**src/rtl/hbi_pkg.sv**
```systemverilog
package hbi_pkg;

   typedef enum logic [1:0] {
      XFER_IDLE  = 2'd0,
      XFER_READ  = 2'd1,
      XFER_WRITE = 2'd2
   } xfer_e;

   localparam int unsigned CTRL_POL_BIT  = 0;
   localparam int unsigned CTRL_PEND_BIT = 1;

   // Maps the sampled pin levels to a transfer kind for either convention.
   function automatic xfer_e classify(input logic moto, input logic sel_n,
                                      input logic pin_a, input logic pin_b);
      xfer_e k;
      k = XFER_IDLE;
      if (!sel_n) begin
         if (moto) begin
            if (pin_a) k = pin_b ? XFER_READ : XFER_WRITE;
         end else begin
            if (!pin_b)      k = XFER_READ;
            else if (!pin_a) k = XFER_WRITE;
         end
      end
      return k;
   endfunction

endpackage

```
**src/rtl/hbi_sync.sv**
```systemverilog
module hbi_sync #(
   parameter int unsigned W      = 8,
   parameter int unsigned STAGES = 2
) (
   input  logic         clk,
   input  logic         rst,
   input  logic         sel_long,
   input  logic [W-1:0] rst_val,
   input  logic [W-1:0] d,
   output logic [W-1:0] q
);

   logic [STAGES-1:0][W-1:0] stg;

   always_ff @(posedge clk) begin
      if (rst) begin
         for (int i = 0; i < STAGES; i++) stg[i] <= rst_val;
      end else begin
         stg[0] <= d;
         for (int i = 1; i < STAGES; i++) stg[i] <= stg[i-1];
      end
   end

   generate
      if (STAGES == 1) begin : g_single
         assign q = stg[0];
      end else begin : g_chain
         assign q = sel_long ? stg[STAGES-1] : stg[0];
      end
   endgenerate

endmodule

```
**src/rtl/hbi_rst_filter.sv**
```systemverilog
module hbi_rst_filter #(
   parameter int unsigned HOLD = 4
) (
   input  logic clk,
   input  logic rst_n_pin,
   output logic rst
);

   logic [HOLD-1:0] hist;

   always_ff @(posedge clk) begin
      hist <= {hist[HOLD-2:0], rst_n_pin};
   end

   assign rst = ~|hist;

endmodule

```
**src/rtl/hbi_decode.sv**
```systemverilog
module hbi_decode
   import hbi_pkg::*;
(
   input  logic clk,
   input  logic rst,
   input  logic moto,
   input  logic sel_n,
   input  logic pin_a,
   input  logic pin_b,
   output logic act_q,
   output logic rd_q,
   output logic sel_q,
   output logic start_rd,
   output logic start_wr
);

   xfer_e kind;
   logic  act;
   logic  first;

   assign kind     = classify(moto, sel_n, pin_a, pin_b);
   assign act      = (kind != XFER_IDLE);
   assign first    = act & ~act_q;
   assign start_rd = first & (kind == XFER_READ);
   assign start_wr = first & (kind == XFER_WRITE);

   always_ff @(posedge clk) begin
      if (rst) begin
         act_q <= 1'b0;
         rd_q  <= 1'b0;
         sel_q <= 1'b0;
      end else begin
         act_q <= act;
         sel_q <= ~sel_n;
         if (first) rd_q <= (kind == XFER_READ);
      end
   end

endmodule

```
**src/rtl/hbi_regs.sv**
```systemverilog
module hbi_regs
   import hbi_pkg::*;
#(
   parameter int unsigned AW      = 11,
   parameter int unsigned DW      = 8,
   parameter int unsigned DEPTH   = 64,
   parameter bit          POL_RST = 1'b0
) (
   input  logic          clk,
   input  logic          rst,
   input  logic [AW-1:0] addr,
   input  logic [DW-1:0] wdata,
   input  logic          wr,
   input  logic          rd,
   input  logic          evt,
   output logic [DW-1:0] rdata_q,
   output logic          irq_lvl,
   output logic          pol,
   output logic          pend
);

   localparam int unsigned IW      = $clog2(DEPTH);
   localparam logic [AW:0] DEPTH_L = DEPTH[AW:0];

   logic [DW-1:0] mem [DEPTH];
   logic          hit_ctrl;
   logic          hit_mem;
   logic [IW-1:0] idx;
   logic          clr;
   logic [DW-1:0] rd_val;

   assign hit_ctrl = (addr == '0);
   assign hit_mem  = ({1'b0, addr} < DEPTH_L) && !hit_ctrl;
   assign idx      = addr[IW-1:0];
   assign clr      = wr & hit_ctrl & wdata[CTRL_PEND_BIT];

   always_comb begin
      rd_val = '0;
      if (hit_ctrl) begin
         rd_val[CTRL_POL_BIT]  = pol;
         rd_val[CTRL_PEND_BIT] = pend;
      end else if (hit_mem) begin
         rd_val = mem[idx];
      end
   end

   always_ff @(posedge clk) begin
      if (wr && hit_mem) mem[idx] <= wdata;
   end

   always_ff @(posedge clk) begin
      if (rst) begin
         pol     <= POL_RST;
         pend    <= 1'b0;
         rdata_q <= '0;
      end else begin
         pend <= evt | (pend & ~clr);
         if (wr && hit_ctrl) pol <= wdata[CTRL_POL_BIT];
         if (rd) rdata_q <= rd_val;
      end
   end

   assign irq_lvl = pol ? pend : ~pend;

endmodule

```
**src/rtl/hbi_top.sv**
```systemverilog
module hbi_top #(
   parameter int unsigned ADDR_W      = 11,
   parameter int unsigned DATA_W      = 8,
   parameter int unsigned MEM_DEPTH   = 64,
   parameter int unsigned SYNC_STAGES = 2,
   parameter int unsigned RST_HOLD    = 4,
   parameter bit          IRQ_POL_RST = 1'b0
) (
   input  logic              clk,
   input  logic              rst_n,
   input  logic              test_n,
   input  logic              moto_sel,
   input  logic              sync_sel,
   input  logic              cs_n,
   input  logic              strb_a,
   input  logic              strb_b,
   input  logic              ale,
   input  logic [ADDR_W-1:0] addr_in,
   input  logic [DATA_W-1:0] data_in,
   output logic [DATA_W-1:0] data_out,
   output logic              data_oe,
   output logic              rdy_out,
   output logic              rdy_oe,
   output logic              irq_out,
   output logic              irq_oe,
   input  logic              irq_evt
);

   localparam int unsigned SW = 4 + ADDR_W + DATA_W;

   initial begin
      if (MEM_DEPTH < 2 || MEM_DEPTH > (1 << ADDR_W))
         $error("hbi_top: MEM_DEPTH out of range");
      if (SYNC_STAGES < 2) $error("hbi_top: SYNC_STAGES must be at least 2");
      if (RST_HOLD < 2)    $error("hbi_top: RST_HOLD must be at least 2");
      if (DATA_W < 2)      $error("hbi_top: DATA_W must hold the control bits");
   end

   logic              rst_int;
   logic [SW-1:0]     smp;
   logic              s_cs_n, s_pa, s_pb, s_ale;
   logic [ADDR_W-1:0] s_addr;
   logic [DATA_W-1:0] s_din;
   logic [ADDR_W-1:0] latched_addr;
   logic [ADDR_W-1:0] eff_addr;
   logic              acc_act_q, acc_rd_q, acc_sel_q, start_rd, start_wr;
   logic [DATA_W-1:0] rdata_q;
   logic              irq_lvl, ctrl_pol, ctrl_pend;
   logic              drive_ok;

   hbi_rst_filter #(.HOLD(RST_HOLD)) u_rst (
      .clk       (clk),
      .rst_n_pin (rst_n),
      .rst       (rst_int)
   );

   hbi_sync #(.W(SW), .STAGES(SYNC_STAGES)) u_sync (
      .clk      (clk),
      .rst      (rst_int),
      .sel_long (sync_sel),
      .rst_val  ({1'b1, {(SW-1){1'b0}}}),
      .d        ({cs_n, strb_a, strb_b, ale, addr_in, data_in}),
      .q        (smp)
   );

   assign {s_cs_n, s_pa, s_pb, s_ale, s_addr, s_din} = smp;

   always_ff @(posedge clk) begin
      if (rst_int)    latched_addr <= '0;
      else if (s_ale) latched_addr <= s_addr;
   end

   assign eff_addr = s_ale ? s_addr : latched_addr;

   hbi_decode u_dec (
      .clk      (clk),
      .rst      (rst_int),
      .moto     (moto_sel),
      .sel_n    (s_cs_n),
      .pin_a    (s_pa),
      .pin_b    (s_pb),
      .act_q    (acc_act_q),
      .rd_q     (acc_rd_q),
      .sel_q    (acc_sel_q),
      .start_rd (start_rd),
      .start_wr (start_wr)
   );

   hbi_regs #(
      .AW(ADDR_W), .DW(DATA_W), .DEPTH(MEM_DEPTH), .POL_RST(IRQ_POL_RST)
   ) u_regs (
      .clk     (clk),
      .rst     (rst_int),
      .addr    (eff_addr),
      .wdata   (s_din),
      .wr      (start_wr),
      .rd      (start_rd),
      .evt     (irq_evt),
      .rdata_q (rdata_q),
      .irq_lvl (irq_lvl),
      .pol     (ctrl_pol),
      .pend    (ctrl_pend)
   );

   assign drive_ok = test_n & rst_n & ~rst_int;
   assign data_out = rdata_q;
   assign data_oe  = drive_ok & acc_act_q & acc_rd_q;
   assign rdy_oe   = drive_ok & acc_sel_q;
   assign rdy_out  = acc_act_q ? ~moto_sel : moto_sel;
   assign irq_out  = irq_lvl;
   assign irq_oe   = test_n;

endmodule

```
**config.mk**
```make
export PLATFORM = sky130hd
export DESIGN_NAME = hbi_top
export DESIGN_NICKNAME = d
export VERILOG_FILES = /design/src/rtl/hbi_pkg.sv /design/src/rtl/hbi_sync.sv /design/src/rtl/hbi_rst_filter.sv /design/src/rtl/hbi_decode.sv /design/src/rtl/hbi_regs.sv /design/src/rtl/hbi_top.sv
export SDC_FILE = /design/constraint.sdc
export NUM_CORES = 1
export LEC_CHECK = 0
export ABC_AREA = 1
export CORE_MARGIN = 5
export CORE_UTILIZATION = 40
export CTS_CLUSTER_DIAMETER = 50
export DETAILED_ROUTE_END_ITERATION = 7
export MAX_ROUTING_LAYER = met4
export PLACE_DENSITY_LB_ADDON = 0.1
export SLEW_MARGIN = 30
export SYNTH_ARGS = -nofsm -noshare
export SYNTH_HDL_FRONTEND = slang
export SYNTH_SLANG_ARGS = --single-unit
```
**constraint.sdc**
```tcl
create_clock -name clk -period 7.7 [get_ports clk]
set_clock_uncertainty 0.15 [all_clocks]
set_input_delay 2.31 -clock clk [delete_from_list [all_inputs] [get_ports clk]]
set_output_delay 2.31 -clock clk [all_outputs]
set_load 0.01 [all_outputs]
```
## Yosys cells after proc, flatten, opt, wreduce, memory -nomap -nowiden

Memories as Yosys holds them, arrays and structs flattened.
Cells that the tools add are included.

| operators by class | value |
|---|---|
| muxes and demuxes | 15 |
| equal/unequal tests | 2 |
| magnitude comparators | 1 |
| divide/modulo/power cells | 0 |
| shifts and indexed selects | 0 |
| reductions and logical operators | 7 |
| add/subtract/negate cells | 0 |
| bitwise logic cells | 17 |
| $mul | 0 |

Operators with widths:

| operator | count |
|---|---|
| 2-to-1 mux 23 bit | 1 |
| 2-to-1 mux 2 bit | 7 |
| AND 1 bit | 11 |
| logical NOT 11 bit | 1 |
| < comparator 11 x 7 -> 1 bit, second input constant | 1 |
| 2-to-1 mux 11 bit | 1 |
| 2-to-1 mux 8 bit | 1 |
| 2-to-1 mux 6 bit | 1 |
| NOT 1 bit | 5 |
| 2-to-1 mux 1 bit | 4 |
| OR reduction 4 bit | 1 |
| logical AND 1 bit | 3 |
| == test 2 x 1 -> 1 bit, second input constant | 1 |
| == test 2 bit, second input constant | 1 |
| nonzero test 2 bit | 1 |
| logical NOT 1 bit | 1 |
| OR 1 bit | 1 |

| storage, ports and cells | value |
|---|---|
| latch bits | 0 |
| input bits | 29 |
| bits in writable memories | 512 |
| ROM bits | 0 |
| word-level logic and storage cells | 53 |
| memories | 1 |
| register bits | 74 |

Memories:

| memory | depth | width | rd ports | clocked after Yosys merged registers in | write ports | line | RTL |
|---|---|---|---|---|---|---|---|
| u_regs.mem | 64 | 8 | 1 | 0 | 1 | hbi_regs.sv:25 | `logic [DW-1:0] mem [DEPTH];` |

## Longest topological paths before layout

| depth | value |
|---|---|
| depth in word-level cells | 13 |
| mapped depth | 19 |

## Cells and area by module

Synthesis repeated with hierarchy kept, for this count alone.

| unflattened totals | value |
|---|---|
| cell total of the unflattened synthesis | 2521 |
| area, all modules | 25025.3 sq um |

Modules (own cells, without submodules):

| module | instances | cells each | area an instance (sq um) |
|---|---|---|---|
| hbi_regs | 1 | 2143 | 22331.4 |
| hbi_sync | 1 | 243 | 1709.1 |
| hbi_top | 1 | 101 | 718.2 |
| hbi_decode | 1 | 23 | 160.2 |
| hbi_rst_filter | 1 | 11 | 106.4 |

## Least setup slack after synthesis

Ideal clock, no wire load.

| timing | value |
|---|---|
| kind | input to register |
| start point | input sync_sel |
| end point | memory u_regs.mem[0][5], data pin |
| library setup time | 0.702 ns |
| stages on the path | 4 |
| path slack | 1.448 ns |
| arrival time | 5.401 ns |
| path through | buf_4 > clkbuf_1 > clkbuf_1 > o21ai_0 |

| between the ends | value |
|---|---|
| word-level cells in the longest chain between the ends | 1 |

RTL lines:

| item | line | RTL |
|---|---|---|
| start: declaration | hbi_top.sv:13 | `input logic sync_sel,` |
| 2-to-1 mux 23 bit | hbi_sync.sv:28 | `assign q = sel_long ? stg[STAGES-1] : stg[0];` |
| net smp[5] | hbi_top.sv:40 | `logic [SW-1:0] smp;` |
| end: declaration | hbi_regs.sv:25 |  |

The timed path passes the listed nets, and every way through them passes these cells.

## Worst setup path after layout

| timing | value |
|---|---|
| start point | input test_n |
| end point | output rdy_oe |

| between the ends | value |
|---|---|
| word-level cells in the longest chain between the ends | 3 |

RTL lines:

| item | line | RTL |
|---|---|---|
| start: declaration | hbi_top.sv:11 | `input logic test_n,` |
| AND 1 bit (2 in series) | hbi_top.sv:105 | `assign drive_ok = test_n & rst_n & ~rst_int;` |
| AND 1 bit | hbi_top.sv:108 | `assign rdy_oe = drive_ok & acc_sel_q;` |
| end: declaration | hbi_top.sv:23 | `output logic rdy_oe,` |

No other way between the ends.

==> metrics.log <==
INFO  metric floorplan.die_area = 68600 um2
INFO  metric critPathCaptureType = output pin
INFO  metric power.leakage = 0.0131 uW
INFO  metric nets = approximately 2800
INFO  metric fp.dieW = 262 um
INFO  metric buffer_ports.inserted = 41
INFO  metric regToRegStartpoint = u_sync.stg[19]$_SDFF_PP0_
INFO  metric avgSynthCellArea = 9.21 um2
INFO  metric report.final.hold_viol_count = 0
INFO  metric edff_count_synth = 508
INFO  metric synth-warning-count = 0
INFO  metric max_clock_freq = approximately 0.17 GHz
INFO  metric pin_count_of_the_biggest_net_entering_global_routing = 84
INFO  metric p_comb_share = 13.7%
INFO  metric final_antenna_net_count = 0
INFO  metric placement.setup.worst_slack = 1.46 ns
INFO  metric top_level_ports = 42
INFO  metric drive_gt1_share = 7.00%
INFO  metric vias_per_cell = about 4.7
INFO  metric crit_path_cell_trace = clkdlybuf4s50_1 > nand3_1 > nor2_1 > clkdlybuf4s50_1
INFO  metric sw_frac_of_total = 27.1%
INFO  metric drv.max_cap_violation_count = 0
INFO  metric timing.max_slew.rel_slack = 31.8%
INFO  metric gp_congestion = 0.868
INFO  metric netlist_top_cells_count = sky130_fd_sc_hd__nand2_1 (1213), sky130_fd_sc_hd__edfxtp_1 (508), sky130_fd_sc_hd__inv_1 (445)
INFO  metric crit_arrival = around 3.5 ns
INFO  metric cts_resized = 0
INFO  metric internal_power = 5860 uW
INFO  metric n_antenna_cell = 0
INFO  metric power.clock.fraction = 42.6%
INFO  metric totalWireLength = 70500 um
INFO  metric vdd_drop_max = 0.160 mV
INFO  metric fraction_of_registers_with_async_set_or_reset_after_synthesis = 0%
INFO  metric worstReg2RegEnd = u_regs.mem[1][6]$_DFFE_PP_
INFO  metric worst-path-max-fanout = 2
INFO  metric cpPeakStageDelay = 0.54 ns
INFO  metric syn-instance-count = 2755
INFO  metric drt_iter0_markers = about 1300
INFO  metric cts.reportedPaths.clkPinSlew = 0.05 ns
INFO  metric power_spent_charging_and_discharging_nets = around 2200 uW
INFO  metric filler_cell_count = 6079
INFO  metric dp_hpwl = roughly 44000 um
INFO  metric cts-root-to-sink-buffers = 3
INFO  metric cp_num_buf_inv = 2
INFO  metric rsz0062_at_grt = no
INFO  metric post-route-worst-setup-slack = 1.70 ns
INFO  metric yosys.area.top_type = sky130_fd_sc_hd__edfxtp_1
INFO  metric setup_tns = 0 ns
INFO  metric pwr_density_cell = 274 nW/um2
INFO  metric grt_pass1_vias = about 17000
INFO  metric core-area = 63000 um2
INFO  metric holdBufCountCts = 0
INFO  metric globalRouteOverflowTotal = 0
INFO  metric post_synth_num_cell_types = 29
INFO  metric core.rowCount = 92
INFO  metric worstHoldPathCells = 0
INFO  metric power.share.sequential = roughly 44%
INFO  metric slew_at_the_pin_closest_to_its_max_slew_limit = between 1 and 1.5 ns
INFO  metric num_vias = 17600
INFO  metric total_clock_buffers_created_by_cts = 74
INFO  metric synth.cell_area = about 25000 um2
INFO  metric crit_path_top_cell_by_count = sky130_fd_sc_hd__clkdlybuf4s50_1
INFO  metric clock_latency = 0.60 ns
INFO  metric reg2reg_slack = around 3.7 ns
INFO  metric yosysMostFrequentCell = sky130_fd_sc_hd__nand2_1
INFO  metric status = finished, final reports clean
INFO  metric timing.critical_path.from_type = input pin
INFO  metric worst_hold_startpoint = u_rst.hist[2]$_DFF_P_
INFO  metric htreeDepth = 3
INFO  metric detail_route.wl_per_cell = 19.0 um
INFO  metric post-route-period-util = 77.9%
INFO  metric path_class = input pin to output pin
INFO  metric tritoncts = yes
INFO  metric grt_util_all_layers = 21.2%
INFO  metric synth_sequential_area_ratio = 66.0%
INFO  metric hold_path_end = u_rst.hist[3]$_DFF_P_
INFO  metric r2r_cells = 11
INFO  metric setup_viol = 0
INFO  metric drt_drc_violations_left = 0
INFO  metric post_cts.repair.setup_buffers = 0
INFO  metric ys.flop_type = sky130_fd_sc_hd__edfxtp_1
INFO  metric finalMaxSlewViolations = 0
INFO  metric cpMaxStageDelayCell = sky130_fd_sc_hd__clkdlybuf4s50_1
INFO  metric start_util = 40.3%
INFO  metric grt_pass1_wl = between 100000 and 150000 um
INFO  metric die_h = 262 um
INFO  metric cp.required = between 5 and 6 ns
INFO  metric timing.hold.worst.class = flip-flop to flip-flop
INFO  metric yosys-top-cells-area = sky130_fd_sc_hd__edfxtp_1 (60%), sky130_fd_sc_hd__nand2_1 (18%), sky130_fd_sc_hd__inv_1 (6.6%)
INFO  metric drtPass1Iterations = 5
INFO  metric antenna_found_initial = 0
INFO  metric yosys.area.top_type_share = around three fifths
INFO  metric clk_root_buffer_cell = sky130_fd_sc_hd__clkbuf_16
INFO  metric critical_path.top_delay_family = buffers and inverters
INFO  metric syn_to_final_growth = 15.5%
INFO  metric numClockSinks = 582
INFO  metric finalCriticalPeriod = 6.00 ns
INFO  metric synth-seq-cells = 582
==> sequential cells by signal, indices dropped and copies added, names as in the netlist <==
register / flops
u_rst.hist: 4
u_dec.sel_q: 1
u_dec.rd_q: 1
latched_addr: 11
u_regs.pend: 1
u_regs.mem: 508
u_sync.stg: 46
u_regs.pol: 1
u_regs.rdata_q: 8
u_dec.act_q: 1
==> cells in the final DEF (no fill, tap or decap), types with 4 or more instances in the layout <==
| master | count |
|---|---|
| sky130_fd_sc_hd__clkinv_1 | 10 |
| sky130_fd_sc_hd__bufinv_16 | 6 |
| sky130_fd_sc_hd__buf_4 | 47 |
| sky130_fd_sc_hd__clkbuf_8 | 4 |
| sky130_fd_sc_hd__nand4_1 | 11 |
| sky130_fd_sc_hd__o21ai_1 | 10 |
| sky130_fd_sc_hd__clkbuf_1 | 17 |
| sky130_fd_sc_hd__dfxtp_1 | 74 |
| sky130_fd_sc_hd__clkbuf_16 | 77 |
| sky130_fd_sc_hd__o211ai_1 | 6 |
| sky130_fd_sc_hd__o21ai_4 | 8 |
| sky130_fd_sc_hd__nand3b_1 | 7 |
| sky130_fd_sc_hd__nand2_2 | 7 |
| sky130_fd_sc_hd__clkinv_2 | 4 |
| sky130_fd_sc_hd__inv_1 | 445 |
| sky130_fd_sc_hd__nand3_1 | 61 |
| sky130_fd_sc_hd__inv_6 | 7 |
| sky130_fd_sc_hd__inv_2 | 7 |
| sky130_fd_sc_hd__clkdlybuf4s50_1 | 40 |
| sky130_fd_sc_hd__o21ai_0 | 56 |
| sky130_fd_sc_hd__nor2_2 | 7 |
| sky130_fd_sc_hd__edfxtp_1 | 508 |
| sky130_fd_sc_hd__nor2_1 | 183 |
| sky130_fd_sc_hd__nand2_1 | 1208 |
| sky130_fd_sc_hd__conb_1 | 4 |
| sky130_fd_sc_hd__a21oi_1 | 28 |
==> layer usage <==
metal | global-route usage, % | up-vias | part of all wire, %
li1 | - | 8645 | -
met2 | 33.4 | 402 | 47
met4 | 5.36 | 0 | 2.5
met1 | 29.3 | 8441 | 46
met5 | - | - | 0
met3 | 3.06 | 125 | 4.3
==> power groups by stage <==
stage | clock network (uW) | registers, uW | logic (uW)
after floorplan | 0 | 3590 | 690
after global placement | 0 | 3580 | 1110
after detailed placement | 0 | 3580 | 1110
after CTS | 3500 | 3510 | 1110
after global routing | 3640 | 3520 | 1230
final | 3420 | 3510 | 1100
==> through the flow <==
step                cells  util (%)  hold slack [ns]  cell area, um2  total power, uW
floorplan            2758         -            0.181           25400             4280
global placement     3584      42.7            0.202           26900             4690
detailed placement   3584      42.7            0.207           26900             4690
CTS                  3718      46.5            0.216           29300             8120
global route         3718      46.5            0.223           29300             8380
finish               3718      46.5            0.212           29300             8040
==> area by class of cell <==
type                       count  area, um2  share of cell area (%)
timing repair buffer          90        798                    2.72
sequential                   582      16700                    57.1
multi-input combinational   1614       6580                    22.4
clock inverter                36        389                    1.33
inverter                     452       1700                    5.79
tap                          846       1060                    3.61
clock buffer                  98       2050                    6.98
==> cells by family after synthesis <==
logic type | after synthesis | synth area share, %
and+or+nand+nor | 1497 | 22.9
DFF | 582 | 66.0
buffers and inverters | 562 | 8.73
AOI/OAI and AO/OA | 111 | 2.29
xor gates and xnor gates | 2 | 0.0690
other | 1 | 0.0148
==> worst max path at each step <==
stage | from | end | cells past startpoint
after global routing | rst_n | data_oe | 4
after floorplan | sync_sel | u_regs.mem[0][5]$_DFFE_PP_ | 4
after CTS | test_n | data_oe | 4
after global placement | sync_sel | u_regs.mem[1][2]$_DFFE_PP_ | 13
final | test_n | rdy_oe | 4
after detailed placement | sync_sel | u_regs.mem[57][7]$_DFFE_PP_ | 13
Power figures use the tool's default switching activity.
